[src/rtl/mmd_pkg.sv]
package mmd_pkg;

    // Position of a stage inside its current output period.
    typedef enum logic [1:0] {
        PH_0 = 2'd0,
        PH_1 = 2'd1,
        PH_2 = 2'd2
    } phase_t;

    // Registered state of one stage.
    typedef struct packed {
        phase_t phase;
        logic   mark;
    } cell_state_t;

    function automatic phase_t phase_after(input phase_t ph);
        phase_t nx;
        case (ph)
            PH_0:    nx = PH_1;
            PH_1:    nx = PH_2;
            default: nx = PH_0;
        endcase
        return nx;
    endfunction

    // Total period in input clocks for a chain of the given length.
    function automatic int unsigned full_ratio(input int unsigned cells,
                                               input int unsigned ctrl);
        return (32'd1 << cells) + ctrl;
    endfunction

endpackage

[src/rtl/mmd_cell.sv]
module mmd_cell
    import mmd_pkg::*;
(
    input  logic clk,
    input  logic rst,
    input  logic en_i,    // an input edge of this stage occurs this cycle
    input  logic mark_i,  // marker from the following stage
    input  logic ctrl_i,  // captured control bit of this stage
    output logic en_o,    // edge handed to the following stage
    output logic mark_o   // retimed marker toward the front
);

    cell_state_t st_q;
    cell_state_t st_d;
    phase_t      last_ph;
    logic        wrap;

    always_comb begin
        last_ph = (ctrl_i && mark_i) ? PH_2 : PH_1;
        wrap    = (st_q.phase == last_ph);
        en_o    = en_i && wrap;
        st_d    = st_q;
        if (en_i) begin
            if (wrap) begin
                st_d.phase = PH_0;
                st_d.mark  = 1'b0;
            end else begin
                st_d.phase = phase_after(st_q.phase);
                st_d.mark  = mark_i && (st_d.phase == last_ph);
            end
        end
    end

    always_ff @(posedge clk) begin
        if (rst) begin
            st_q.phase <= PH_0;
            st_q.mark  <= 1'b0;
        end else begin
            st_q <= st_d;
        end
    end

    assign mark_o = st_q.mark;

    AST_STRETCH_GATED: assert property (@(posedge clk) disable iff (rst)
        (st_q.phase == PH_2) |-> (ctrl_i && mark_i));

    AST_MARK_NEEDS_NEXT: assert property (@(posedge clk) disable iff (rst)
        mark_o |-> mark_i);

    AST_MARK_ONE_PERIOD: assert property (@(posedge clk) disable iff (rst)
        (mark_o && en_i) |=> !mark_o);

endmodule

[src/rtl/mmd_ratio_latch.sv]
module mmd_ratio_latch #(
    parameter int unsigned WIDTH = 5
) (
    input  logic             clk,
    input  logic             rst,
    input  logic             boundary_i,
    input  logic [WIDTH-1:0] ratio_i,
    output logic [WIDTH-1:0] ratio_o
);

    logic [WIDTH-1:0] ratio_q;

    always_ff @(posedge clk) begin
        if (rst || boundary_i) begin
            ratio_q <= ratio_i;
        end
    end

    assign ratio_o = ratio_q;

    AST_RATIO_HOLD: assert property (@(posedge clk) disable iff (rst)
        !boundary_i |=> $stable(ratio_o));

endmodule

[src/rtl/mmd_divider.sv]
module mmd_divider
    import mmd_pkg::*;
#(
    parameter int unsigned NUM_CELLS = 5
) (
    input  logic                 clk,
    input  logic                 rst,
    input  logic [NUM_CELLS-1:0] ratio_i,
    output logic                 div_o
);

    localparam int unsigned GAP_W = NUM_CELLS + 1;

    logic [NUM_CELLS-1:0] ratio_q;
    logic [NUM_CELLS:0]   chain_en;
    logic [NUM_CELLS:0]   chain_mark;

    assign chain_en[0]           = 1'b1;
    assign chain_mark[NUM_CELLS] = 1'b1;

    mmd_ratio_latch #(.WIDTH(NUM_CELLS)) u_latch (
        .clk        (clk),
        .rst        (rst),
        .boundary_i (div_o),
        .ratio_i    (ratio_i),
        .ratio_o    (ratio_q)
    );

    for (genvar g = 0; g < NUM_CELLS; g++) begin : g_cell
        mmd_cell u_cell (
            .clk    (clk),
            .rst    (rst),
            .en_i   (chain_en[g]),
            .mark_i (chain_mark[g+1]),
            .ctrl_i (ratio_q[g]),
            .en_o   (chain_en[g+1]),
            .mark_o (chain_mark[g])
        );
    end

    assign div_o = chain_mark[0];

    // Clocks since the previous pulse, kept only for the period check.
    logic [GAP_W-1:0] gap_q;

    always_ff @(posedge clk) begin
        if (rst || div_o) begin
            gap_q <= GAP_W'(1);
        end else begin
            gap_q <= gap_q + GAP_W'(1);
        end
    end

    AST_PERIOD_LEN: assert property (@(posedge clk) disable iff (rst)
        div_o |-> (gap_q == GAP_W'(full_ratio(NUM_CELLS, 32'(ratio_q)))));

    AST_PULSE_WIDTH: assert property (@(posedge clk) disable iff (rst)
        div_o |=> !div_o);

    AST_TAIL_WRAP: assert property (@(posedge clk) disable iff (rst)
        chain_en[NUM_CELLS] == div_o);

endmodule

[config.mk]
export PLATFORM = sky130hd
export DESIGN_NAME = mmd_divider
export DESIGN_NICKNAME = d
export VERILOG_FILES = /design/src/rtl/mmd_pkg.sv /design/src/rtl/mmd_cell.sv /design/src/rtl/mmd_ratio_latch.sv /design/src/rtl/mmd_divider.sv
export SDC_FILE = /design/constraint.sdc
export NUM_CORES = 1
export LEC_CHECK = 0
export BUFFER_PORTS_ARGS = -buffer_cell sky130_fd_sc_hd__buf_2
export CAP_MARGIN = 25
export CORE_MARGIN = 2
export CORE_UTILIZATION = 45
export CTS_CLUSTER_DIAMETER = 30
export CTS_CLUSTER_SIZE = 10
export DETAILED_ROUTE_END_ITERATION = 7
export HOLD_SLACK_MARGIN = 0.06
export MAX_ROUTING_LAYER = met4
export PLACE_DENSITY_LB_ADDON = 0.15
export SYNTH_ARGS = -nofsm -noshare
export SYNTH_HDL_FRONTEND = slang
export SYNTH_SLANG_ARGS = --single-unit
[constraint.sdc]
create_clock -name clk -period 1.7 [get_ports clk]
set_clock_uncertainty 0.05 [all_clocks]
set_input_delay 0.34 -clock clk [delete_from_list [all_inputs] [get_ports clk]]
set_output_delay 0.34 -clock clk [all_outputs]
set_load 0.05 [all_outputs]
# Word-level counts from Yosys, hierarchy flattened
# Cells that the tools add are included.
# W data, S select, Z words.
# totals
regBits	20
in_bits	7
output_inout_bits	1
word_cells	67
# classes
n_eq_ne	15
mux	23
n_reduce_logical	18
# op_table
op	count
$mux W2	14
$eq A2 B2 Y1	10
$pmux W2 S2	5
$mux W3	4
$logic_and A1 B1 Y1	11
$eq A2 B1 Y1 const B	5
$logic_not A2 Y1	5
$reduce_or A2 Y1	1
$logic_or A1 B1 Y1	1

# Logic depth before layout (Yosys ltp)
# logic_depth
word_depth	9
depth_mapped	5

# By module
# A second synthesis with hierarchy kept.
# hier_totals
hier_cells	97
hier_area_um2	935.9
# modules_own_cells
mod	n_inst	cells_each	area_each_um2	seq_area_each_um2
mmd_cell	5	18	155.1	60.1
mmd_ratio_latch	1	6	156.4	150.1
mmd_divider	1	1	3.8	0.0

# Worst setup path before layout
# OpenSTA, ideal clock, no wires.
# synth_path
kind	reg2reg
startpoint	register u_latch.ratio_q[0] (netlist: u_latch.ratio_o[0])
endpoint	register g_cell[4].u_cell.st_q[1] (netlist bit)
setup_time_ns	0.123
arrival_time_ns	1.577
required_time_ns	1.527
setup_slack_ns	-0.050
path_stages_with_launch	5
period_less_slack_ns	1.750
path_cell_list	edfxtp_1 -> nand2_1 -> mux2_4 -> a2111o_1 -> mux2_1
# synth_between
elab_chain_cells	6
# synth_lines
item	line	source
start: declaration	mmd_ratio_latch.sv:11	logic [WIDTH-1:0] ratio_q;
start signal: assignment	mmd_ratio_latch.sv:15	ratio_q <= ratio_i;
$logic_and A1 B1 Y1	mmd_cell.sv:19	last_ph = (ctrl_i && mark_i) ? PH_2 : PH_1;
$mux W2	mmd_cell.sv:19	
$eq A2 B2 Y1	mmd_cell.sv:20	wrap = (st_q.phase == last_ph);
$logic_and A1 B1 Y1 (3 in series)	mmd_cell.sv:21	en_o = en_i && wrap;
end signal: assignment	mmd_cell.sv:39	st_q <= st_d;
end: declaration	mmd_cell.sv:13	cell_state_t st_q;
# Every way passes these cells.
# A chain may end at the register's enable or synchronous reset.

# Worst setup path after layout
# layout_path
startpoint	register u_latch.ratio_q[0] (netlist: u_latch.ratio_o[0])
endpoint	register g_cell[2].u_cell.st_q (netlist bit g_cell[2].u_cell.mark_o)
# layout_between
elab_chain_cells	4
# layout_lines
item	line
$logic_and A1 B1 Y1	mmd_cell.sv:19
$mux W2	mmd_cell.sv:19
$eq A2 B2 Y1	mmd_cell.sv:20
$logic_and A1 B1 Y1	mmd_cell.sv:21
end signal: assignment	mmd_cell.sv:39
end: declaration	mmd_cell.sv:13
# Every way passes these cells.

==> metrics.cfg <==
[synthesis]
synth-xor-area-share_pct=4.83
ys_seq_area_share_pct=49.7
synth_area_leaders=dfxtp_1 33%, edfxtp_1 17%, a21oi_1 3.9%, nand2_1 3.7%, mux2i_1 3.3%
syn_nets=97
yosys.area_share.simple_pct=22.7
synth.distinct_cells=35
synth_top_family_by_area=simple AND/OR/NAND/NOR gates
yosys_most_used_dff=dfxtp_1
synthCells=90
synth-async-reset-ratio_pct=0
yosys.area.top_type_share_pct=33.1
synth_compound_area_share_pct=14.1
synth_fa_ha_area_share_pct=0
postSynthAreaPerCell_um2=10.1
yosysWarningCount=0
yosys-top-cells-count=15 x dfxtp_1, 9 x nand2_1, 7 x a21oi_1, 5 x edfxtp_1
ys_ff_latch=20
synthMostInstantiatedCell=dfxtp_1
yosysTopAreaCell=dfxtp_1
synth_edf_count=5
syn_area_um2=906
synthMuxAreaShare_pct=6.22

[route]
drc=0
routed_wl_um=1820
via_per_inst=5.26
drt_iter0_markers=8
wl_per_cell_um=12.9
via_count=742
drt_pass1_iterations=2
ant_nets=0

[setup_path]
critPathCaptureType=register
path_cells=nand2_2 > mux2_4 > or4_4 > a21oi_2
critical_path.top_delay_family=simple AND/OR/NAND/NOR gates
critPathSlowestCell=or4_4
critical_path.max_fanout=5
required_ns=1.89
cp_num_buf_inv=0
startpoint_type=register
path_class=register to register
cpPeakStageDelay_ns=0.54
worstPathArrival_ns=1.88

[die]
rows=16
dieArea_um2=2390
fp.dieH_um=48.9
top_level_ports=8
die_x_um=48.9
core_area_um2=1920
start_util_pct=47.1

[clock_tree]
cts_tree=yes
clock_path_buffers=2
clock_latency_ns=0.30
clk_pin_slew_ns=0.12
cts_root_buf=clkbuf_4
cts-buffers-inserted=3
cts_hold_buf=0
cts.sinks=20
htree_levels=1

[job]
drv_cap=0

[sta]
slew_viol_final=0
rsz0062_at_grt=yes
holdWs_ns=0.149
relSlewSlack_pct=79.9
period_minus_slack_ns=1.69
hold_viol=0
period_share_pct=99.5
fmax_ghz=0.591
setup_viol=0
tightest_slew_ns=0.297

[worst_hold_path]
hold_path_class=primary input to register

[global_routing]
antenna_found_initial=0
grt_use_total_pct=15.6
grt-ovfl-total=0
grt_pass1_vias=684
grt_pass1_wl_um=2830
grt_max_degree=12

[placed_design]
gp_congestion=0.791
place_area_um2=1050
io_buffer_count=7
hpwl_um=1180

[cells_and_area]
post-route-util_pct=60.4
fin_nets=122
drive_gt1_share_pct=35.1
area_growth_pct=28.0
antenna_cells=0
design_area_um2=1160

[status]
status=finished clean

[power_and_ir_drop]
leakage_nw=0.449
p_per_area_nw_per_um2=779
peakVddDrop_uv=627

-- flip-flops by register name (all words and copies together), names as in the netlist --
name and cells:
g_cell.u_cell.mark_o 5, g_cell.u_cell.st_q 10, u_latch.ratio_o 5
-- per-layer routing --
layer	global-route usage, %	routed length [um]	vias up	part of all wire [%]
met5	-	0	-	0
met4	10.0	42	0	2.3
met3	1.84	51	6	2.8
met2	23.1	875	11	48
met1	20.4	850	340	47
li1	-	-	385	-
-- path summary, 6_finish.rpt --
| check | start | endpoint | slack [ns] | cells past startpoint |
|---|---|---|---|---|
| hold / removal | ratio_i[2] | u_latch.ratio_o[2] | 0.15 | 1 |
| hold reg to reg | g_cell[1].u_cell.st_q[2] | g_cell[1].u_cell.st_q[2] | 0.44 | 2 |
| setup reg to reg | u_latch.ratio_o[0] | g_cell[2].u_cell.mark_o | 0.008 | 4 |
| setup / recovery | u_latch.ratio_o[0] | g_cell[2].u_cell.mark_o | 0.008 | 4 |
-- worst register-to-register path, delay by kind of cell (launching register included) --
family	cells	cell delay, ns
AO/OA/AOI/OAI	1	0.14
AND/OR/NAND/NOR	2	0.67
multiplexers	1	0.34
flip-flops	1	0.43
-- repair_timing --
item | CTS | global route
endpoints found under the setup margin | 2 | 6
pin swaps | 0 | 3
cloned | 0 | 1
resized for setup | 2 | 9
setup buffers | 2 | 2
-- area by class of cell --
| class | instances | area [um2] |
|---|---|---|
| clock buffer | 4 | 26.3 |
| fill | 182 | 762 |
| inverter | 3 | 11.3 |
| multi-input combinational | 65 | 489 |
| sequential | 20 | 452 |
| tap | 27 | 33.8 |
| timing repair buffer | 22 | 148 |
-- per-stage QoR --
step	cells	power (mW)	setup TNS (ns)	worst slack, ns
finish	141	0.904	0	0.00846
CTS	138	0.894	0	0.00536
global placement	132	0.646	0	0.0166
global route	141	0.946	-0.0787	-0.0316
floorplan	90	0.600	0	0.000765
detailed placement	132	0.650	-0.0547	-0.0403
-- kinds of logic after synthesis --
kind of cell,Yosys count
XOR/XNOR,5
AND/OR/NAND/NOR,34
buffers and inverters,6
AO/OA/AOI/OAI,20
multiplexers,5
flip-flops,20
-- placed cells by master, fill, tap and decap left out, types with 3 or more instances in the layout --
cell type / netlist / layout
a21oi_2: 0 / 3
buf_4: 0 / 15
clkbuf_4: 0 / 3
mux2i_1: 3 / 3
xor2_1: 3 / 3
a21oi_1: 7 / 4
nor3_1: 3 / 3
o21ai_0: 3 / 3
nand2_1: 9 / 8
nor2b_1: 3 / 3
dfxtp_1: 15 / 14
inv_1: 3 / 3
buf_2: 0 / 7
edfxtp_1: 5 / 5
-- power breakdown --
group          switching (mW)  leakage [nW]  internal, mW
clock network           0.144        0.0150        0.0914
logic                  0.0640         0.263        0.0735
registers              0.0223         0.171         0.508
total                   0.230         0.449         0.673
No activity file was read; power rests on OpenSTA's default activity.
